[src/rtl/rl_exp_pkg.sv]
package rl_exp_pkg;
  typedef enum logic [2:0] {
    ST_IDLE,
    ST_LOAD,
    ST_FETCH,
    ST_ISSUE,
    ST_WAIT
  } seq_state_e;
endpackage

[src/rtl/rl_exp_bit_ctr.sv]
module rl_exp_bit_ctr #(
  parameter int unsigned CNT_W = 13
) (
  input  logic             clk_i,
  input  logic             rst_ni,
  input  logic             clr_i,
  input  logic             inc_i,
  input  logic [CNT_W-1:0] len_i,
  output logic [CNT_W-1:0] idx_o,
  output logic             last_o
);
  localparam int unsigned W1 = CNT_W + 1;

  logic [CNT_W-1:0] idx_q;
  logic [W1-1:0]    nxt;

  always_ff @(posedge clk_i or negedge rst_ni) begin
    if (!rst_ni)    idx_q <= '0;
    else if (clr_i) idx_q <= '0;
    else if (inc_i) idx_q <= idx_q + 1'b1;
  end

  assign nxt    = {1'b0, idx_q} + W1'(1);
  assign last_o = (nxt == {1'b0, len_i});
  assign idx_o  = idx_q;

  // stepping never runs past the programmed length
  p_idx_below_len_r4: assert property (@(posedge clk_i) disable iff (!rst_ni)
    inc_i |-> (idx_q < len_i));
endmodule

[src/rtl/rl_exp_done_join.sv]
module rl_exp_done_join (
  input  logic clk_i,
  input  logic rst_ni,
  input  logic arm_i,
  input  logic need_mul_i,
  input  logic sqr_done_i,
  input  logic mul_done_i,
  output logic both_o
);
  logic sq_seen_q, mu_seen_q;

  always_ff @(posedge clk_i or negedge rst_ni) begin
    if (!rst_ni) begin
      sq_seen_q <= 1'b0;
      mu_seen_q <= 1'b0;
    end else if (arm_i) begin
      sq_seen_q <= 1'b0;
      mu_seen_q <= ~need_mul_i;  // unlaunched product counts as done
    end else begin
      if (sqr_done_i) sq_seen_q <= 1'b1;
      if (mul_done_i) mu_seen_q <= 1'b1;
    end
  end

  assign both_o = (sq_seen_q | sqr_done_i) & (mu_seen_q | mul_done_i);

  p_no_done_at_arm_r5: assert property (@(posedge clk_i) disable iff (!rst_ni)
    arm_i |-> !(sqr_done_i || mul_done_i));
endmodule

[src/rtl/rl_exp_pingpong.sv]
module rl_exp_pingpong #(
  parameter int unsigned N_PAIRS = 2
) (
  input  logic               clk_i,
  input  logic               rst_ni,
  input  logic               clr_i,
  input  logic [N_PAIRS-1:0] flip_i,
  output logic [N_PAIRS-1:0] sel_o
);
  for (genvar g = 0; g < N_PAIRS; g++) begin : g_pair
    logic sel_q;
    always_ff @(posedge clk_i or negedge rst_ni) begin
      if (!rst_ni)        sel_q <= 1'b0;
      else if (clr_i)     sel_q <= 1'b0;
      else if (flip_i[g]) sel_q <= ~sel_q;
    end
    assign sel_o[g] = sel_q;
  end
endmodule

[src/rtl/rl_exp_seq.sv]
module rl_exp_seq
  import rl_exp_pkg::*;
#(
  parameter int unsigned CNT_W = 13
) (
  input  logic             clk_i,
  input  logic             rst_ni,
  input  logic             start_i,
  input  logic [CNT_W-1:0] exp_len_i,
  output logic [CNT_W-1:0] exp_idx_o,
  input  logic             exp_bit_i,
  output logic             load_o,
  output logic             sqr_start_o,
  input  logic             sqr_done_i,
  output logic             mul_start_o,
  input  logic             mul_done_i,
  output logic             pwr_sel_o,
  output logic             res_sel_o,
  output logic             busy_o,
  output logic             valid_o
);
  localparam int unsigned PWR = 0;
  localparam int unsigned RES = 1;

  seq_state_e       state_q, state_d;
  logic [CNT_W-1:0] len_q;
  logic             bit_q, valid_q;
  logic             start_acc, arm, step, last, both_done, len_zero;
  logic [1:0]       flip, sel;

  assign start_acc = (state_q == ST_IDLE) && start_i;
  assign arm       = (state_q == ST_ISSUE);
  assign step      = (state_q == ST_WAIT) && both_done;
  assign len_zero  = (len_q == '0);

  always_comb begin
    state_d = state_q;
    unique case (state_q)
      ST_IDLE:  if (start_i) state_d = ST_LOAD;
      ST_LOAD:  state_d = len_zero ? ST_IDLE : ST_FETCH;
      ST_FETCH: state_d = ST_ISSUE;
      ST_ISSUE: state_d = ST_WAIT;
      ST_WAIT:  if (both_done) state_d = last ? ST_IDLE : ST_FETCH;
      default:  state_d = ST_IDLE;
    endcase
  end

  always_ff @(posedge clk_i or negedge rst_ni) begin
    if (!rst_ni) begin
      state_q <= ST_IDLE;
      len_q   <= '0;
      bit_q   <= 1'b0;
      valid_q <= 1'b0;
    end else begin
      state_q <= state_d;
      if (start_acc) len_q <= exp_len_i;
      if (arm)       bit_q <= exp_bit_i;
      if (start_acc)
        valid_q <= 1'b0;
      else if (((state_q == ST_LOAD) && len_zero) || (step && last))
        valid_q <= 1'b1;
    end
  end

  rl_exp_bit_ctr #(.CNT_W(CNT_W)) u_ctr (
    .clk_i  (clk_i),
    .rst_ni (rst_ni),
    .clr_i  (start_acc),
    .inc_i  (step),
    .len_i  (len_q),
    .idx_o  (exp_idx_o),
    .last_o (last)
  );

  rl_exp_done_join u_join (
    .clk_i      (clk_i),
    .rst_ni     (rst_ni),
    .arm_i      (arm),
    .need_mul_i (exp_bit_i),
    .sqr_done_i (sqr_done_i),
    .mul_done_i (mul_done_i),
    .both_o     (both_done)
  );

  assign flip[PWR] = step;
  assign flip[RES] = step & bit_q;

  rl_exp_pingpong #(.N_PAIRS(2)) u_pp (
    .clk_i  (clk_i),
    .rst_ni (rst_ni),
    .clr_i  (start_acc),
    .flip_i (flip),
    .sel_o  (sel)
  );

  assign pwr_sel_o   = sel[PWR];
  assign res_sel_o   = sel[RES];
  assign load_o      = (state_q == ST_LOAD);
  assign sqr_start_o = arm;
  assign mul_start_o = arm & exp_bit_i;
  assign busy_o      = (state_q != ST_IDLE);
  assign valid_o     = valid_q;

  p_sqr_single_pulse_r3: assert property (@(posedge clk_i) disable iff (!rst_ni)
    sqr_start_o |=> !sqr_start_o);
  p_mul_with_sqr_r3: assert property (@(posedge clk_i) disable iff (!rst_ni)
    mul_start_o |-> sqr_start_o);
  p_pwr_flip_r7: assert property (@(posedge clk_i) disable iff (!rst_ni)
    step |=> (pwr_sel_o != $past(pwr_sel_o)));
  p_res_hold_on_zero_r6: assert property (@(posedge clk_i) disable iff (!rst_ni)
    (step && !bit_q) |=> $stable(res_sel_o));
  p_busy_not_valid_r8: assert property (@(posedge clk_i) disable iff (!rst_ni)
    busy_o |-> !valid_o);
  p_zero_len_r9: assert property (@(posedge clk_i) disable iff (!rst_ni)
    (load_o && len_zero) |=> (valid_o && !busy_o));
  p_len_hold_r10: assert property (@(posedge clk_i) disable iff (!rst_ni)
    ($past(busy_o) && busy_o) |-> $stable(len_q));
endmodule

[config.mk]
export PLATFORM = sky130hd
export DESIGN_NAME = rl_exp_seq
export DESIGN_NICKNAME = d
export VERILOG_FILES = /design/src/rtl/rl_exp_pkg.sv /design/src/rtl/rl_exp_bit_ctr.sv /design/src/rtl/rl_exp_done_join.sv /design/src/rtl/rl_exp_pingpong.sv /design/src/rtl/rl_exp_seq.sv
export SDC_FILE = /design/constraint.sdc
export NUM_CORES = 1
export LEC_CHECK = 0
export CORE_ASPECT_RATIO = 2
export CORE_MARGIN = 2
export CORE_UTILIZATION = 40
export CTS_BUF_LIST = sky130_fd_sc_hd__clkbuf_4 sky130_fd_sc_hd__clkbuf_8 sky130_fd_sc_hd__clkbuf_16
export DETAILED_ROUTE_END_ITERATION = 6
export PLACE_DENSITY = 0.65
export SLEW_MARGIN = 20
export SYNTH_ARGS = -nofsm -noshare
export SYNTH_HDL_FRONTEND = slang
export SYNTH_SLANG_ARGS = --single-unit
[constraint.sdc]
create_clock -name clk_i -period 5.2 [get_ports clk_i]
set_input_delay 0.78 -clock clk_i [delete_from_list [all_inputs] [get_ports clk_i]]
set_output_delay 0.78 -clock clk_i [all_outputs]
set_load 0.01 [all_outputs]
# Word-level counts from Yosys, hierarchy flattened
# Index checks and enable logic that the tools add are counted.
# word_totals
wordCells	57
inputBits	19
output_inout_bits	20
reg_bits	35
# op_classes
mux	17
eq_ne	7
add_sub_neg	2
bitwise_logic	8
n_reduce_logical	14
# op_table
operator	n
$mux W13	2
$pmux W3 S5	1
$add A13 B1 Y14 const B	1
$eq A14 B13 Y1	1
$add A13 B1 Y13 const B	1
$logic_not A13 Y1	1
$mux W1	10
$reduce_bool A2 Y1	5
$eq A3 B2 Y1 const B	2
$mux W3	2
$logic_and A1 B1 Y1	4
$mux W2	2
$ne A2 B2 Y1 const B	2
$and A1 B1 Y1	3
$eq A3 B1 Y1 const B	1
$eq A3 B3 Y1 const B	1
$logic_not A3 Y1	1
$not A1 Y1	3
$reduce_bool A3 Y1	1
$or A1 B1 Y1	2
$reduce_and A2 Y1	1
$logic_or A1 B1 Y1	1

# Logic depth before layout (Yosys ltp)
# Gate-level depths: netlist (run 1).
# logic_depth
ltp_word	7
mapped_depth	8
mapped_depth_nobuf	7

# By module
# A second synthesis (run 1) with hierarchy kept.
# hier_totals
hier_cells	199
area_unflattened_um2	2048.2
# modules_own_cells
module	n_inst	cells_each	seq_area_each_um2	area_each_um2
rl_exp_bit_ctr	1	118	325.3	1014.7
rl_exp_seq	1	65	450.4	863.3
rl_exp_pingpong	1	8	50.0	90.1
rl_exp_done_join	1	8	50.0	80.1

# Least setup slack after synthesis (run 1)
# No wires, ideal clock.
# synth_path
path_type	reg2reg
start	register u_ctr.idx_q[0], in the netlist u_ctr.idx_o[0]
end	register valid_q, in the netlist valid_o
synth_period_minus_slack_ns	2.155
arrival_ns	2.075
setup_ns	0.080
required_ns	5.120
setup_slack_ns	3.045
n_path_buf	1
stages_incl_launch_ff	9
path_cell_list	dfrtp_1 ha_1 buf_2 nand3_4 nor2_1 xnor2_1 o311ai_0 or4_4 o22ai_2
# synth_between
elab_chain_cells	5
# synth_rtl
element	line_no	rtl
from (decl)	rl_exp_bit_ctr.sv:14	logic [CNT_W-1:0] idx_q;
from (signal assigned)	rl_exp_bit_ctr.sv:20	else if (inc_i) idx_q <= idx_q + 1'b1;
$add A13 B1 Y14	rl_exp_bit_ctr.sv:23	assign nxt = {1'b0, idx_q} + W1'(1);
$eq A14 B13 Y1	rl_exp_bit_ctr.sv:24	assign last_o = (nxt == {1'b0, len_i});
$logic_and A1 B1 Y1	rl_exp_seq.sv:60	else if (((state_q == ST_LOAD) && len_zero) || (step && last))
$logic_or A1 B1 Y1	rl_exp_seq.sv:60	
$reduce_bool A2 Y1 (no line)	-	
to (signal assigned)	rl_exp_seq.sv:53	valid_q <= 1'b0;
to (signal assigned)	rl_exp_seq.sv:59	valid_q <= 1'b0;
to (signal assigned)	rl_exp_seq.sv:61	valid_q <= 1'b1;
to (decl)	rl_exp_seq.sv:27	logic bit_q, valid_q;
# Every way passes these cells.
# A chain may end at the register's enable or synchronous reset.

# Worst setup path after layout (run 1)
# layout_path
start	input exp_bit_i
end	output mul_start_o
# layout_between
elab_chain_cells	1
# layout_rtl
element	line_no	rtl
from (decl)	rl_exp_seq.sv:11	input logic exp_bit_i,
$and A1 B1 Y1	rl_exp_seq.sv:100	assign mul_start_o = arm & exp_bit_i;
to (decl)	rl_exp_seq.sv:15	output logic mul_start_o,
# Every way passes these cells.

==> results of run 1 <==
-- cell type report --
type	instances	area, um2	area share (%)
Tap cell	57	71.3	2.77
Timing Repair Buffer	41	403	15.6
Inverter	4	15.0	0.583
Clock buffer	6	82.6	3.21
Multi-Input combinational cell	168	1090	42.4
Clock inverter	2	35.0	1.36
Sequential cell	35	876	34.0
-- final timing paths --
check                               start           to  slack, ps  cells after the start
max reg2reg                u_ctr.idx_o[0]      valid_o       2800                      7
min in group asynchronous          rst_ni    len_q[12]        910                      2
min                                 bit_q        bit_q        510                      1
max in group asynchronous          rst_ni    len_q[11]       3960                      2
min reg2reg                         bit_q        bit_q        510                      1
max                             exp_bit_i  mul_start_o       2490                      3
-- registers in the layout, indices dropped and copies added, names as in the netlist --
register,cells
u_pp.g_pair.sel_q,2
bit_q,1
len_q,13
u_join.sq_seen_q,1
valid_o,1
state_q,3
u_ctr.idx_o,13
u_join.mu_seen_q,1
-- power by group --
part           internal (W)  switching, W  leakage, nW  total (W)
clock network      0.000155     0.0000984       0.0612   0.000254
logic              0.000220      0.000185        0.505   0.000405
registers          0.000357      0.000119        0.444   0.000477
total              0.000733      0.000402         1.01    0.00114
-- Yosys cell counts, types with 2 or more instances --
library cell,instances,area (um2)
xnor2_1,4,35.0
nor2_1,27,101
nand2_1,18,67.6
xor2_1,10,87.6
or3_1,3,18.8
a31oi_1,3,18.8
nand3_1,8,40.0
inv_1,4,15.0
a22o_1,2,17.5
nand3_4,2,35.0
dfrtp_1,35,876
o21ai_0,23,115
mux2_2,14,158
buf_2,4,20.0
nor4_1,3,18.8
o31ai_1,4,30.0
nand4_1,5,31.3
clkbuf_1,6,22.5
nor3_1,9,45.0
a21oi_1,3,15.0
nor2_2,2,12.5
and2_1,4,25.0
nor3b_1,2,15.0
nand3b_1,2,15.0
-- metrics by stage --
stage	std cells	area, um2
global route	313	2580
floorplan	219	2040
finish	313	2580
detailed placement	305	2460
global placement	305	2460
CTS	313	2580
-- per-layer routing --
layer	vias to the layer above	GRT usage, %	share of wire (%)
li1	867	-	-
met1	869	23.6	40
met2	46	33.8	54
met3	15	3.71	2.8
met4	0	9.29	2.8
met5	-	0	0
-- logic make-up after synthesis --
family	after synthesis	share of synthesized area, %
XOR/XNOR	14	6.01
flip-flops	35	42.9
AO/OA/AOI/OAI	46	14.9
AND/OR/NAND/NOR	93	24.4
buffers and inverters	16	3.44
multiplexers	14	7.73
adder cells (fa/ha/maj)	1	0.613
==> reports/results.txt, run 1 <==
Clock Sinks -> 35
Worst-path maximum fanout -> 2
Count of cell types in the netlist -> 46
Delay-heaviest family, CP -> buffers and inverters
RSZ-0062 raised after global routing -> no
Mapped Area -> 0.00204 mm2
Final hold viol count -> 0
Area Overhead vs Synth -> 26.3%
Cell Rows -> 36
Status -> complete, no violations
Final Util -> 52.5%
Layout cell share with drive strength beyond 1 -> 13.3%
Crit start category -> input pin
Post CTS Setup Buffer Count -> 0
Worst path slowest cell -> clkdlybuf4s50_1
Hold WS -> 510 ps
Slew @ Worst Pin -> 833 ps
Die Area -> 0.00572 mm2
Htree depth -> 2
Fin crit share -> 52.1%
Pre-CTS setup slack -> 2370 ps
Static power due to leakage -> 1.01 nW
Root buffer cell -> clkbuf_8
Clk Latency, worst-skew pair -> 290 ps
First-pass GRT wire length -> 8.58 mm
CTS tree -> built
Fmax -> 369 MHz
Pins over their slew limit -> 0
Largest net degree at the start of global routing -> 36
Placer Congestion -> 0.849
Gates resized, CTS repair -> 0
Layout net count -> 275
CP cell instances -> clkdlybuf4s50_1, and2_1, clkdlybuf4s50_1
Yosys reg bits -> 35
Drt wl/cell -> 16.5 um
Port-buffer cells -> 38
Clk slew on worst S/H paths -> 60 ps
Fill cell count -> 443
Top FF cell, synth -> dfrtp_1
Synth async-reset ratio -> 100%
Crit-path max cell delay -> 540 ps
Vias in the first global route -> 1,796
Initial antenna violation count -> 0
Pwr/cell area -> 441 mW/mm2
EDFF count, synth -> 0
Routed wire length -> 5.15 mm
CTS max path bufs -> 2
Tot Pwr -> 0.00114 W
Detail Placement HPWL -> 3.80 mm
CP Buf/Inv Count -> 2
# hold bufs at CTS -> 0
Yosys warning count -> 0
TritonRoute pass-1 iters -> 7
Syn_area_per_cell -> 9.31 um2
HP Class -> reg -> reg
Final ANT Viol Nets -> 0
GRT Overall Usage -> 20.2%
Required @ worst endpoint -> 4420 ps
Area of the core -> 0.00491 mm2
Total CTS buffers -> 5
Mapped Nets -> 239
Register area share after synthesis -> 42.9%
DRT iter0 DRCs -> 31
Die Ht -> 105 um
Worst Setup End Kind -> output port
Initial core utilization -> 41.5%
Commonest non-fill, non-tap cell in the layout -> clkdlybuf4s50_1
Maximum VDD drop -> 0.330 mV
Syn Inst Count -> 219
Antenna diodes -> 0
Total Negative Setup Slacks -> 0 ps
Max transition margin -> 44.3%
Clock Skews -> 9.65 ps
Period minus WS final -> 2710 ps
Vias per Instance -> 5.74
Most frequent cells in the layout -> 38 x clkdlybuf4s50_1, 35 x dfrtp_1, 27 x nor2_1
Vias post-DR -> 1,797
Setup WS post-layout -> 2490 ps
Chip width -> 54.5 um
GRT overflow -> 0
Final setup vio count -> 0
DRC violations left -> 0
Boundary pin count -> 39
Crit path DAT -> 1930 ps
# Max-Cap Violations -> 0
WS Path Type -> in -> out
Top cell by count, worst path -> clkdlybuf4s50_1
No activity file was read; power rests on OpenSTA's default activity.
==> inputs of run 2 (changes only) <==
==> constraint.sdc (replaced) <==
create_clock -name clk_i -period 2.55 [get_ports clk_i]
set_input_delay 0.3825 -clock clk_i [delete_from_list [all_inputs] [get_ports clk_i]]
set_output_delay 0.3825 -clock clk_i [all_outputs]
set_load 0.01 [all_outputs]
==> reports/results.txt, run 2 (same netlist as run 1, synthesis figures left out) <==
Vias in the first global route -> 1,789 (-0.39%)
DRT iter0 DRCs -> 33 (+6.5%)
Pre-CTS setup slack -> 274 ps (-2100 ps)
Htree depth -> 2 (unchanged)
DRC violations left -> 0 (unchanged)
Initial antenna violation count -> 0 (unchanged)
Clock Skews -> 10.9 ps (+1.25 ps)
Antenna diodes -> 0 (unchanged)
Most frequent cells in the layout -> 38 x clkdlybuf4s50_1, 35 x dfrtp_1, 27 x nor2_1
Clock Power Share -> 20.0% (-2.3 points)
Commonest non-fill, non-tap cell in the layout -> clkdlybuf4s50_1
Vias per Instance -> 5.77 (+0.50%)
First-pass GRT wire length -> 8.42 mm (-1.8%)
Static power due to leakage -> 1.02 nW (+1.4%)
Root buffer cell -> clkbuf_8
CTS tree -> built
Required @ worst endpoint -> 2770 ps (-1650 ps)
Seq pwr share -> 42.4% (+0.4 points)
Routed wire length -> 5.17 mm (+0.49%)
Fin crit share -> 90.1%
Psw -> 0.000830 W (+110%)
CP Buf/Inv Count -> 0 (-2)
HP Class -> in -> async
Detail Placement HPWL -> 3.95 mm (+3.7%)
Die Area -> 0.00572 mm2 (unchanged)
Crit start category -> register
Die Ht -> 105 um (unchanged)
Final setup vio count -> 0 (unchanged)
Worst Setup End Kind -> register
TritonRoute pass-1 iters -> 4 (-3)
Port-buffer cells -> 38 (unchanged)
Cell Rows -> 36 (unchanged)
Status -> complete, no violations
Max transition margin -> 35.1% (-9.2 points)
# Max-Cap Violations -> 0 (unchanged)
Total Negative Setup Slacks -> 0 ps (unchanged)
Final hold viol count -> 0 (unchanged)
Pins over their slew limit -> 0 (unchanged)
Post CTS Setup Buffer Count -> 0 (unchanged)
Pint -> 0.00145 W (+97%)
Tot Pwr -> 0.00228 W (+100%)
Switching share of power -> 36.5% (+1.1 points)
RSZ-0062 raised after global routing -> no
Crit path DAT -> 2520 ps (+590 ps)
Clk slew on worst S/H paths -> 80 ps (+20 ps)
Slew @ Worst Pin -> 970 ps (+137 ps)
Total CTS buffers -> 5 (unchanged)
Crit-path max cell delay -> 510 ps (-30 ps)
Worst-path maximum fanout -> 9 (+7)
Delay-heaviest family, CP -> simple AND/OR/NAND/NOR gates
Drt wl/cell -> 16.3 um (-0.78%)
Clk Latency, worst-skew pair -> 290 ps (about the same)
Combinational Power Share -> 37.6% (+1.9 points)
Layout cell share with drive strength beyond 1 -> 14.6% (+1.3 points)
Clock Sinks -> 35 (unchanged)
GRT Overall Usage -> 20.4% (+0.17 points)
WS Path Type -> reg -> reg
Area of the core -> 0.00491 mm2 (unchanged)
Final Util -> 52.8% (+0.33 points)
Placer Congestion -> 0.879 (+3.5%)
Chip width -> 54.5 um (unchanged)
Final ANT Viol Nets -> 0 (unchanged)
Pwr/cell area -> 878 mW/mm2 (+99%)
Period minus WS final -> 2300 ps
Setup WS post-layout -> 251 ps (-2240 ps)
Initial core utilization -> 41.5% (unchanged)
CP cell instances -> ha_1, nand3_4, nor2_1, xnor2_1, o311ai_0, or4_4, o22ai_2
DP Area -> 0.00249 mm2 (+1.2%)
Maximum VDD drop -> 0.717 mV (+120%)
GRT overflow -> 0 (unchanged)
Fill cell count -> 457 (+3.2%)
Area Overhead vs Synth -> 27.1%
Final Cell Area -> 0.00259 mm2 (+0.63%)
CTS max path bufs -> 2 (unchanged)
Worst path slowest cell -> or4_4
Largest net degree at the start of global routing -> 36 (unchanged)
# hold bufs at CTS -> 0 (unchanged)
Fmax -> 435 MHz
Gates resized, CTS repair -> 0 (unchanged)
Boundary pin count -> 39 (unchanged)
Layout net count -> 279 (+1.5%)
Vias post-DR -> 1,829 (+1.8%)
## run 2: cell count changes in the layout (fill, tap and decap cells not counted)
cell / previous run / this run
clkbuf_8: 6 / 7
clkbuf_4: 0 / 1
buf_4: 3 / 7
clkinv_2: 1 / 0
bufinv_16: 1 / 0
## run 2: worst paths after layout
| path | start | end | slack [ps] | cells past startpoint |
|---|---|---|---|---|
| worst min register to register | u_pp.g_pair[0].sel_q | u_pp.g_pair[0].sel_q | 510 | 1 |
| min in group clk_i | u_pp.g_pair[0].sel_q | u_pp.g_pair[0].sel_q | 510 | 1 |
| worst max register to register | u_ctr.idx_o[1] | valid_o | 250 | 7 |
| worst min-delay path | rst_ni | u_ctr.idx_o[11] | 500 | 2 |
| max in group asynchronous | rst_ni | len_q[3] | 1720 | 2 |
| worst max-delay path | u_ctr.idx_o[1] | valid_o | 250 | 7 |
## run 2: power groups by stage
| stage | logic [W] | clock network [W] | registers [W] |
|---|---|---|---|
| CTS | 0.000868 | 0.000466 | 0.000962 |
| floorplan | 0.000578 | 0 | 0.000911 |
| detailed placement | 0.000863 | 0 | 0.000972 |
| global route | 0.000938 | 0.000493 | 0.000994 |
| global placement | 0.000852 | 0 | 0.000966 |
| finish | 0.000856 | 0.000455 | 0.000965 |
## run 2: layer usage
metal | vias up | part of all wire, % | track usage [%]
li1 | 877 | - | -
met3 | 18 | 3.3 | 3.71
met5 | - | 0 | 0
met1 | 886 | 38 | 22.3
met2 | 48 | 55 | 34.3
met4 | 0 | 3.8 | 12.0
## run 2: area by class of cell
cell class	instances	area, um2	share of cell area [%]
Timing Repair Buffer	45	433	16.7
Sequential cell	35	876	33.8
Inverter	4	15.0	0.579
Clock buffer	8	104	4.01
Multi-Input combinational cell	168	1090	42.2
Tap cell	57	71.3	2.75
## run 2: per-stage QoR
stage,hold WS [ps],std cells
detailed placement,501,309
finish,498,317
global route,532,317
CTS,513,317
floorplan,86.9,219
global placement,486,309
## run 2: worst reg2reg max path, stage by stage (launching register included)
cell	delay, ps
dfrtp_1	460
ha_1	380
nand3_4	170
nor2_1	240
xnor2_1	140
o311ai_0	180
or4_4	510
o22ai_2	150
==> inputs of run 3 (changes only) <==
--- a/config.mk
+++ b/config.mk
@@ -11,6 +11,7 @@
 export CTS_BUF_LIST = sky130_fd_sc_hd__clkbuf_4 sky130_fd_sc_hd__clkbuf_8 sky130_fd_sc_hd__clkbuf_16
 export DETAILED_ROUTE_END_ITERATION = 6
 export PLACE_DENSITY = 0.65
+export SETUP_SLACK_MARGIN = 0.05
 export SLEW_MARGIN = 20
 export SYNTH_ARGS = -nofsm -noshare
 export SYNTH_HDL_FRONTEND = slang
==> results of run 3 <==
Same layout as run 2: the final DEF is identical, and so are final timing and power.
